File: src/rtl/stat_mon_pkg.sv
// Shared types for the sample mean and noise monitor.
package stat_mon_pkg;
    // Run state of the window engine.
    typedef enum logic {
        ST_IDLE = 1'b0,
        ST_RUN  = 1'b1
    } run_st_e;
endpackage

File: src/rtl/stat_win_cfg.sv
// Window configuration latch and channel sequencer.
// Captures exponent, mode and channel when a window starts. In auto mode it
// steps to the next channel at each window end, wrapping after the last one.
// Assumes N_CH is a power of two.
module stat_win_cfg #(
    parameter int N_CH  = 4,
    parameter int EXP_W = 5,
    localparam int CH_W = (N_CH > 1) ? $clog2(N_CH) : 1
) (
    input  logic             clk,
    input  logic             rst_n,
    input  logic             start_i,
    input  logic             wrap_i,
    input  logic             auto_i,
    input  logic [CH_W-1:0]  sel_i,
    input  logic [EXP_W-1:0] exp_i,
    output logic [CH_W-1:0]  ch_o,
    output logic [EXP_W-1:0] exp_o
);
    logic [CH_W-1:0]  ch_q;
    logic [EXP_W-1:0] exp_q;
    logic             auto_q;
    logic [CH_W-1:0]  ch_next;

    // Next channel in round-robin order.
    always_comb begin
        if (ch_q == CH_W'(N_CH - 1)) ch_next = '0;
        else                         ch_next = ch_q + CH_W'(1);
    end

    // Capture window settings at start or at window end.
    always_ff @(posedge clk) begin
        if (!rst_n) begin
            ch_q   <= '0;
            exp_q  <= '0;
            auto_q <= 1'b0;
        end else if (start_i || wrap_i) begin
            exp_q  <= exp_i;
            auto_q <= auto_i;
            if (auto_i) ch_q <= (wrap_i && auto_q) ? ch_next : '0;
            else        ch_q <= sel_i;
        end
    end

    assign ch_o  = ch_q;
    assign exp_o = exp_q;
endmodule

File: src/rtl/stat_win_ctr.sv
// Window sample counter.
// Counts valid samples and flags the last one of a 2^(exp+1) window.
// Assumes exp_i never exceeds CNT_W-1.
module stat_win_ctr #(
    parameter int CNT_W = 31,
    parameter int EXP_W = 5
) (
    input  logic             clk,
    input  logic             rst_n,
    input  logic             clr_i,
    input  logic             inc_i,
    input  logic [EXP_W-1:0] exp_i,
    output logic             last_o
);
    logic [CNT_W-1:0] cnt_q;
    logic [CNT_W-1:0] limit;
    logic [7:0]       shamt;

    // Terminal count is 2^(exp+1)-1, formed from an all-ones vector.
    always_comb begin
        shamt = 8'(CNT_W - 1) - 8'(exp_i);
        limit = {CNT_W{1'b1}} >> shamt;
    end

    assign last_o = (cnt_q == limit);

    // Sample counter; clear has priority.
    always_ff @(posedge clk) begin
        if (!rst_n)     cnt_q <= '0;
        else if (clr_i) cnt_q <= '0;
        else if (inc_i) cnt_q <= cnt_q + CNT_W'(1);
    end
endmodule

File: src/rtl/stat_accum.sv
// Mean and absolute-deviation accumulators for the channel being measured.
// Presents the final window figures with the current sample already added,
// so results can be latched on the edge of the last sample.
// Assumes ACC_W holds DATA_W-wide sums over 2^(MAX_EXP+1) samples.
module stat_accum #(
    parameter int DATA_W = 12,
    parameter int RES_W  = 14,
    parameter int EXP_W  = 5,
    parameter int ACC_W  = 46
) (
    input  logic                     clk,
    input  logic                     rst_n,
    input  logic                     clr_i,
    input  logic                     add_i,
    input  logic                     end_i,
    input  logic signed [DATA_W-1:0] smp_i,
    input  logic signed [RES_W-1:0]  ref_i,
    input  logic [EXP_W-1:0]         exp_i,
    output logic signed [RES_W-1:0]  mean_o,
    output logic [RES_W-1:0]         noise_o
);
    logic signed [ACC_W-1:0] msum_q, msum_nx;
    logic [ACC_W-1:0]        nsum_q, nsum_nx;
    logic signed [RES_W:0]   dev;
    logic [RES_W:0]          adev;
    logic [EXP_W:0]          sh;

    // Deviation from reference and running sums including this sample.
    always_comb begin
        dev     = (RES_W+1)'(smp_i) - (RES_W+1)'(ref_i);
        adev    = dev[RES_W] ? (RES_W+1)'(-dev) : (RES_W+1)'(dev);
        msum_nx = msum_q + ACC_W'(smp_i);
        nsum_nx = nsum_q + ACC_W'(adev);
        sh      = {1'b0, exp_i} + (EXP_W+1)'(1);
        mean_o  = RES_W'(msum_nx >>> sh);
        noise_o = RES_W'(nsum_nx >> sh);
    end

    // Accumulate valid samples; clear at idle and after window end.
    always_ff @(posedge clk) begin
        if (!rst_n || clr_i) begin
            msum_q <= '0;
            nsum_q <= '0;
        end else if (add_i) begin
            msum_q <= end_i ? '0 : msum_nx;
            nsum_q <= end_i ? '0 : nsum_nx;
        end
    end
endmodule

File: src/rtl/stat_mon.sv
// Four-channel sample mean and noise monitor, top level.
// Runs windows of 2^(N+1) valid samples on one channel at a time, manual or
// round-robin, and latches per-channel mean and noise at each window end.
// Assumes DATA_W < RES_W so deviations and means fit the result width.
module stat_mon
    import stat_mon_pkg::*;
#(
    parameter int N_CH    = 4,
    parameter int DATA_W  = 12,
    parameter int RES_W   = 14,
    parameter int EXP_W   = 5,
    parameter int MAX_EXP = 30,
    localparam int CH_W   = (N_CH > 1) ? $clog2(N_CH) : 1,
    localparam int CNT_W  = MAX_EXP + 1,
    localparam int ACC_W  = RES_W + 2 + MAX_EXP
) (
    input  logic                     clk,
    input  logic                     rst_n,
    input  logic                     stat_en_i,
    input  logic [EXP_W-1:0]         win_exp_i,
    input  logic [CH_W-1:0]          man_sel_i,
    input  logic                     auto_i,
    input  logic                     smp_valid_i,
    input  logic [N_CH*DATA_W-1:0]   smp_i,
    output logic [N_CH*RES_W-1:0]    mean_o,
    output logic [N_CH*RES_W-1:0]    noise_o,
    output logic                     done_o
);
    run_st_e                  st_q;
    logic                     cfg_ok;
    logic                     start;
    logic                     step;
    logic                     last;
    logic                     win_end;
    logic [CH_W-1:0]          ch;
    logic [EXP_W-1:0]         exp_q;
    logic signed [DATA_W-1:0] lane [N_CH];
    logic signed [RES_W-1:0]  mean_q [N_CH];
    logic [RES_W-1:0]         noise_q [N_CH];
    logic signed [RES_W-1:0]  acc_mean;
    logic [RES_W-1:0]         acc_noise;
    logic                     done_q;

    // Settings are usable when enabled with a legal exponent.
    assign cfg_ok  = stat_en_i && (int'(win_exp_i) <= MAX_EXP);
    assign start   = (st_q == ST_IDLE) && cfg_ok;
    assign step    = (st_q == ST_RUN) && cfg_ok && smp_valid_i;
    assign win_end = step && last;

    // Run state: arm on first legal enable, drop out when it goes away.
    always_ff @(posedge clk) begin
        if (!rst_n)       st_q <= ST_IDLE;
        else if (!cfg_ok) st_q <= ST_IDLE;
        else              st_q <= ST_RUN;
    end

    stat_win_cfg #(
        .N_CH  (N_CH),
        .EXP_W (EXP_W)
    ) u_cfg (
        .clk     (clk),
        .rst_n   (rst_n),
        .start_i (start),
        .wrap_i  (win_end),
        .auto_i  (auto_i),
        .sel_i   (man_sel_i),
        .exp_i   (win_exp_i),
        .ch_o    (ch),
        .exp_o   (exp_q)
    );

    stat_win_ctr #(
        .CNT_W (CNT_W),
        .EXP_W (EXP_W)
    ) u_ctr (
        .clk    (clk),
        .rst_n  (rst_n),
        .clr_i  (!cfg_ok || start || win_end),
        .inc_i  (step),
        .exp_i  (exp_q),
        .last_o (last)
    );

    stat_accum #(
        .DATA_W (DATA_W),
        .RES_W  (RES_W),
        .EXP_W  (EXP_W),
        .ACC_W  (ACC_W)
    ) u_acc (
        .clk     (clk),
        .rst_n   (rst_n),
        .clr_i   (!cfg_ok || start),
        .add_i   (step),
        .end_i   (last),
        .smp_i   (lane[ch]),
        .ref_i   (mean_q[ch]),
        .exp_i   (exp_q),
        .mean_o  (acc_mean),
        .noise_o (acc_noise)
    );

    // Per-channel lanes and result registers.
    for (genvar k = 0; k < N_CH; k++) begin : g_ch
        assign lane[k] = smp_i[k*DATA_W +: DATA_W];

        // Replace this channel's pair when its window ends.
        always_ff @(posedge clk) begin
            if (!rst_n) begin
                mean_q[k]  <= '0;
                noise_q[k] <= '0;
            end else if (win_end && (ch == CH_W'(k))) begin
                mean_q[k]  <= acc_mean;
                noise_q[k] <= acc_noise;
            end
        end

        assign mean_o[k*RES_W +: RES_W]  = mean_q[k];
        assign noise_o[k*RES_W +: RES_W] = noise_q[k];
    end

    // Done pulse aligned with the result update.
    always_ff @(posedge clk) begin
        if (!rst_n) done_q <= 1'b0;
        else        done_q <= win_end;
    end

    assign done_o = done_q;
endmodule

File: config.mk
export PLATFORM = sky130hd
export DESIGN_NAME = stat_mon
export DESIGN_NICKNAME = d
export VERILOG_FILES = /design/src/rtl/stat_mon_pkg.sv /design/src/rtl/stat_win_cfg.sv /design/src/rtl/stat_win_ctr.sv /design/src/rtl/stat_accum.sv /design/src/rtl/stat_mon.sv
export SDC_FILE = /design/constraint.sdc
export NUM_CORES = 1
export LEC_CHECK = 0
export ABC_CLOCK_PERIOD_IN_PS = 12150
export CORE_MARGIN = 2
export CORE_UTILIZATION = 50
export DETAILED_ROUTE_END_ITERATION = 12
export PLACE_DENSITY = 0.76
export SYNTH_ARGS = -nofsm -noshare
export SYNTH_HDL_FRONTEND = slang
export SYNTH_SLANG_ARGS = --single-unit
File: constraint.sdc
create_clock -name clk -period 12.15 [get_ports clk]
set_input_delay 1.215 -clock clk [delete_from_list [all_inputs] [get_ports clk]]
set_output_delay 1.215 -clock clk [all_outputs]
set_load 0.01 [all_outputs]
==> flow_summary.yaml <==
run_status:
  status: "finished clean"
place:
  placedCellCount: 3384
  io_buffers: 172
  place.gp.congestion: 1.01
  hpwl_mm: 62.3
floorplanning:
  dieArea_sq_um: 45900
  die_w_um: 214
  rows: 76
  core_area_sq_um: 43400
  io_pins: 173
  start_util_pct: 50.9
  die_h_um: 214
detailed_routing:
  drtPass1Iterations: 6
  wl_met1_mm: 35.0
  routed_wl_mm: 84.3
  ant_nets: 0
  met2_length_mm: 36.6
  vias_per_cell: 6.81
  wl_per_cell_um: 24.5
  drc_errors: 0
  drtIter0Drc: 3008
  topRoutingLayerUsed: "met4"
  wl_met3_mm: 9.19
  vias: 23400
global_route:
  track_usage_pct: 35.3
  antenna_found_initial: 1
  overflow: 0
  grt_pass1_vias: 21800
  grt_max_degree: 72
  grt_pass1_wl_mm: 130
sta:
  worst_pin_slew_ps: 1340
  slew_headroom_pct: 9.50
  fin_worst_skew_ps: 26.5
  timing.final.crit_share_pct: 78.5
  max_clock_freq_ghz: 0.105
  setup_viol: 0
  finalHoldViolCount: 0
  drv_slew: 0
  rsz0062_at_grt: "no"
  tns_ps: 0
  fin_crit_ps: 9530
setup_path:
  endpoint: "noise_q[3][13]$_SDFFCE_PN0P_"
  crit_type: "reg -> reg"
  cp_max_fo: 17
  crit_cells: 28
  arrival_ps: 9830
  cp-startpoint: "u_cfg.ch_o[0]$_SDFFE_PN0N_"
  ff2ff_path_depth: 28
  cpPeakStageDelay_ps: 1060
  critPathTopFamily: "compound AO/OA/AOI/OAI gates"
  required_ps: 12440
  crit_buf_inv: 3
  critPathSlowestCell: "nor4b_1"
  end_kind: "flip-flop"
  r2r-end: "noise_q[3][13]$_SDFFCE_PN0P_"
  critPathLaunchType: "flip-flop"
  reg2reg_from: "u_cfg.ch_o[0]$_SDFFE_PN0N_"
  timing.reg2reg.setup_slack_ps: 2620
  crit_top_cell: "o21ai_0"
yosys:
  synth-async-reset-ratio_pct: 0
  yosys_warnings: 0
  syn_inst: 2776
  synth_flop_cell: "dfxtp_1"
  yosys-top-cells-area: "edfxtp_1 (15%), dfxtp_1 (12%), nor2_1 (5.4%)"
  syn_area_sq_um: 22100
  synth_edf_count: 112
  synth_seq_cells: 247
  synth_cell_types: 96
  synth-seq-area-share_pct: 27.5
  synth_top_area_cell: "edfxtp_1"
  avgSynthCellArea_sq_um: 7.95
  synth_top_area_share_pct: 15.2
  synth_fp_nets: 2920
layout:
  syn_to_final_growth_pct: 13.6
  layout.cells.non_filler: 3438
  diodes: 0
  drive_gt1_share_pct: 7.26
  fin_nets: 2974
power:
  power.density_nw_per_um2: 109
  p_leak_nw: 8.80
  ir_drop_mv: 0.110
clocking:
  clock_sinks: 247
  cts_resized: 0
  root_buffer: "clkbuf_16"
  cts-htree-levels: 1
  clk_latency_ps: 610
  clk_pin_slew_ps: 60
  cts_tree: "done"
  post_cts_buffers: 0
  clockBufferDepth: 3
  cts_buffers: 29
  cts_hold_buffers: 0
hold_path:
  hold_class: "reg -> reg"
job:
  drv_cap: 0
## worst reg2reg max path: cells and delay by family (launching register included)
kind	cells	cell delay [ps]
AO/OA/AOI/OAI	13	3620
buffers and inverters	3	390
XOR/XNOR	1	110
multiplexers	3	1470
AND/OR/NAND/NOR	5	1590
flip-flops	1	970
adder cells (fa/ha/maj)	3	1060
## metrics by stage
step                area, sq um  hold WS (ps)  worst slack, ps  util [%]  power, W
global placement          24100           442             2900      55.6   0.00181
floorplan                 22100           436             4430         -   0.00151
CTS                       25100           458             3020      57.9   0.00272
finish                    25100           456             2620      57.9   0.00274
global route              25100           475             2240      57.9   0.00284
detailed placement        24100           448             2580      55.6   0.00181
## flip-flops by register name, summed over array words and instances, names as in the netlist, named ones only
name	cells
done_o	1
u_acc.nsum_q	46
mean_q	56
u_ctr.cnt_q	31
u_cfg.auto_q	1
u_cfg.exp_o	5
noise_q	56
u_acc.msum_q	46
st_q	1
u_cfg.ch_o	2
## worst min path at each step
stage,from,end,slack [ps],depth (start not counted)
2_1_floorplan,u_acc.msum_q[2]$_SDFFE_PP0P_,u_acc.msum_q[2]$_SDFFE_PP0P_,440,2
3_3_place_gp,u_acc.nsum_q[0]$_SDFFE_PP0P_,u_acc.nsum_q[0]$_SDFFE_PP0P_,440,2
3_5_place_dp,u_acc.msum_q[39]$_SDFFE_PP0P_,u_acc.msum_q[39]$_SDFFE_PP0P_,450,2
4_1_cts,u_acc.msum_q[39]$_SDFFE_PP0P_,u_acc.msum_q[39]$_SDFFE_PP0P_,460,2
5_1_grt,u_acc.msum_q[5]$_SDFFE_PP0P_,u_acc.msum_q[5]$_SDFFE_PP0P_,470,2
6_report,u_acc.msum_q[39]$_SDFFE_PP0P_,u_acc.msum_q[39]$_SDFFE_PP0P_,460,2
## cells in the mapped netlist (25+ instances only)
| cell type | n |
|---|---|
| a211oi_1 | 52 |
| a21o_1 | 44 |
| a21oi_1 | 234 |
| a31oi_1 | 25 |
| and2_1 | 41 |
| and3_1 | 39 |
| clkbuf_1 | 142 |
| dfxtp_1 | 135 |
| edfxtp_1 | 112 |
| ha_1 | 81 |
| inv_1 | 54 |
| mux2i_1 | 70 |
| mux4_2 | 52 |
| nand2_1 | 313 |
| nand3_1 | 131 |
| nand4_1 | 37 |
| nor2_1 | 316 |
| nor3_1 | 82 |
| nor4_1 | 26 |
| o211ai_1 | 31 |
| o21a_1 | 29 |
| o21ai_0 | 122 |
| xnor2_1 | 93 |
| xor2_1 | 47 |
## metal layers
metal / vias up / GRT usage (%)
met4: 0 / 13.1
met5: - / 0
li1: 10500 / -
met3: 220 / 6.34
met2: 1516 / 54.2
met1: 11200 / 49.6
## cell families (layout without fill, tap and decap cells)
kind of cell	count (synthesis)	after routing	synth area share [%]
and+or+nand+nor	1126	1126	24.3
adders and majority gates	84	84	4.86
DFF	247	247	27.5
xor gates and xnor gates	140	140	5.55
buffers and inverters	247	324	4.40
AOI/OAI and AO/OA	792	792	24.0
muxes	140	140	9.39
## final cells by class
| type | instances | area, sq um |
|---|---|---|
| tap | 585 | 732 |
| timing repair buffer | 213 | 2030 |
| clock buffer | 38 | 811 |
| inverter | 57 | 214 |
| sequential | 247 | 6070 |
| fill | 3970 | 18300 |
| clock inverter | 16 | 155 |
| multi-input combinational | 2282 | 15100 |
## layout by cell type, fill, tap and decap left out, drive strengths merged, types with 12 or more instances in the layout
cell type,n
nor2,317
nand2,313
a21oi,234
clkdlybuf4s50,172
dfxtp,135
nand3,132
o21ai,124
edfxtp,112
xnor2,93
nor3,82
ha,81
mux2i,70
inv,57
a211oi,53
mux4,52
xor2,47
a21o,44
and2,43
buf,41
and3,39
clkbuf,38
nand4,37
o211ai,31
o21a,29
nor4,26
a31oi,25
o22ai,24
nor2b,23
nand2b,21
mux2,18
a21boi,18
or3,17
and4,15
a211o,14
o31ai,14
or2,14
or4,12
## where the power goes
group	internal, W	switching (W)	leakage, nW
clock	0.000513	0.000391	0.464
combinational	0.000336	0.000600	6.09
sequential	0.000882	0.0000148	2.25
(Power assumes the default switching activity.)
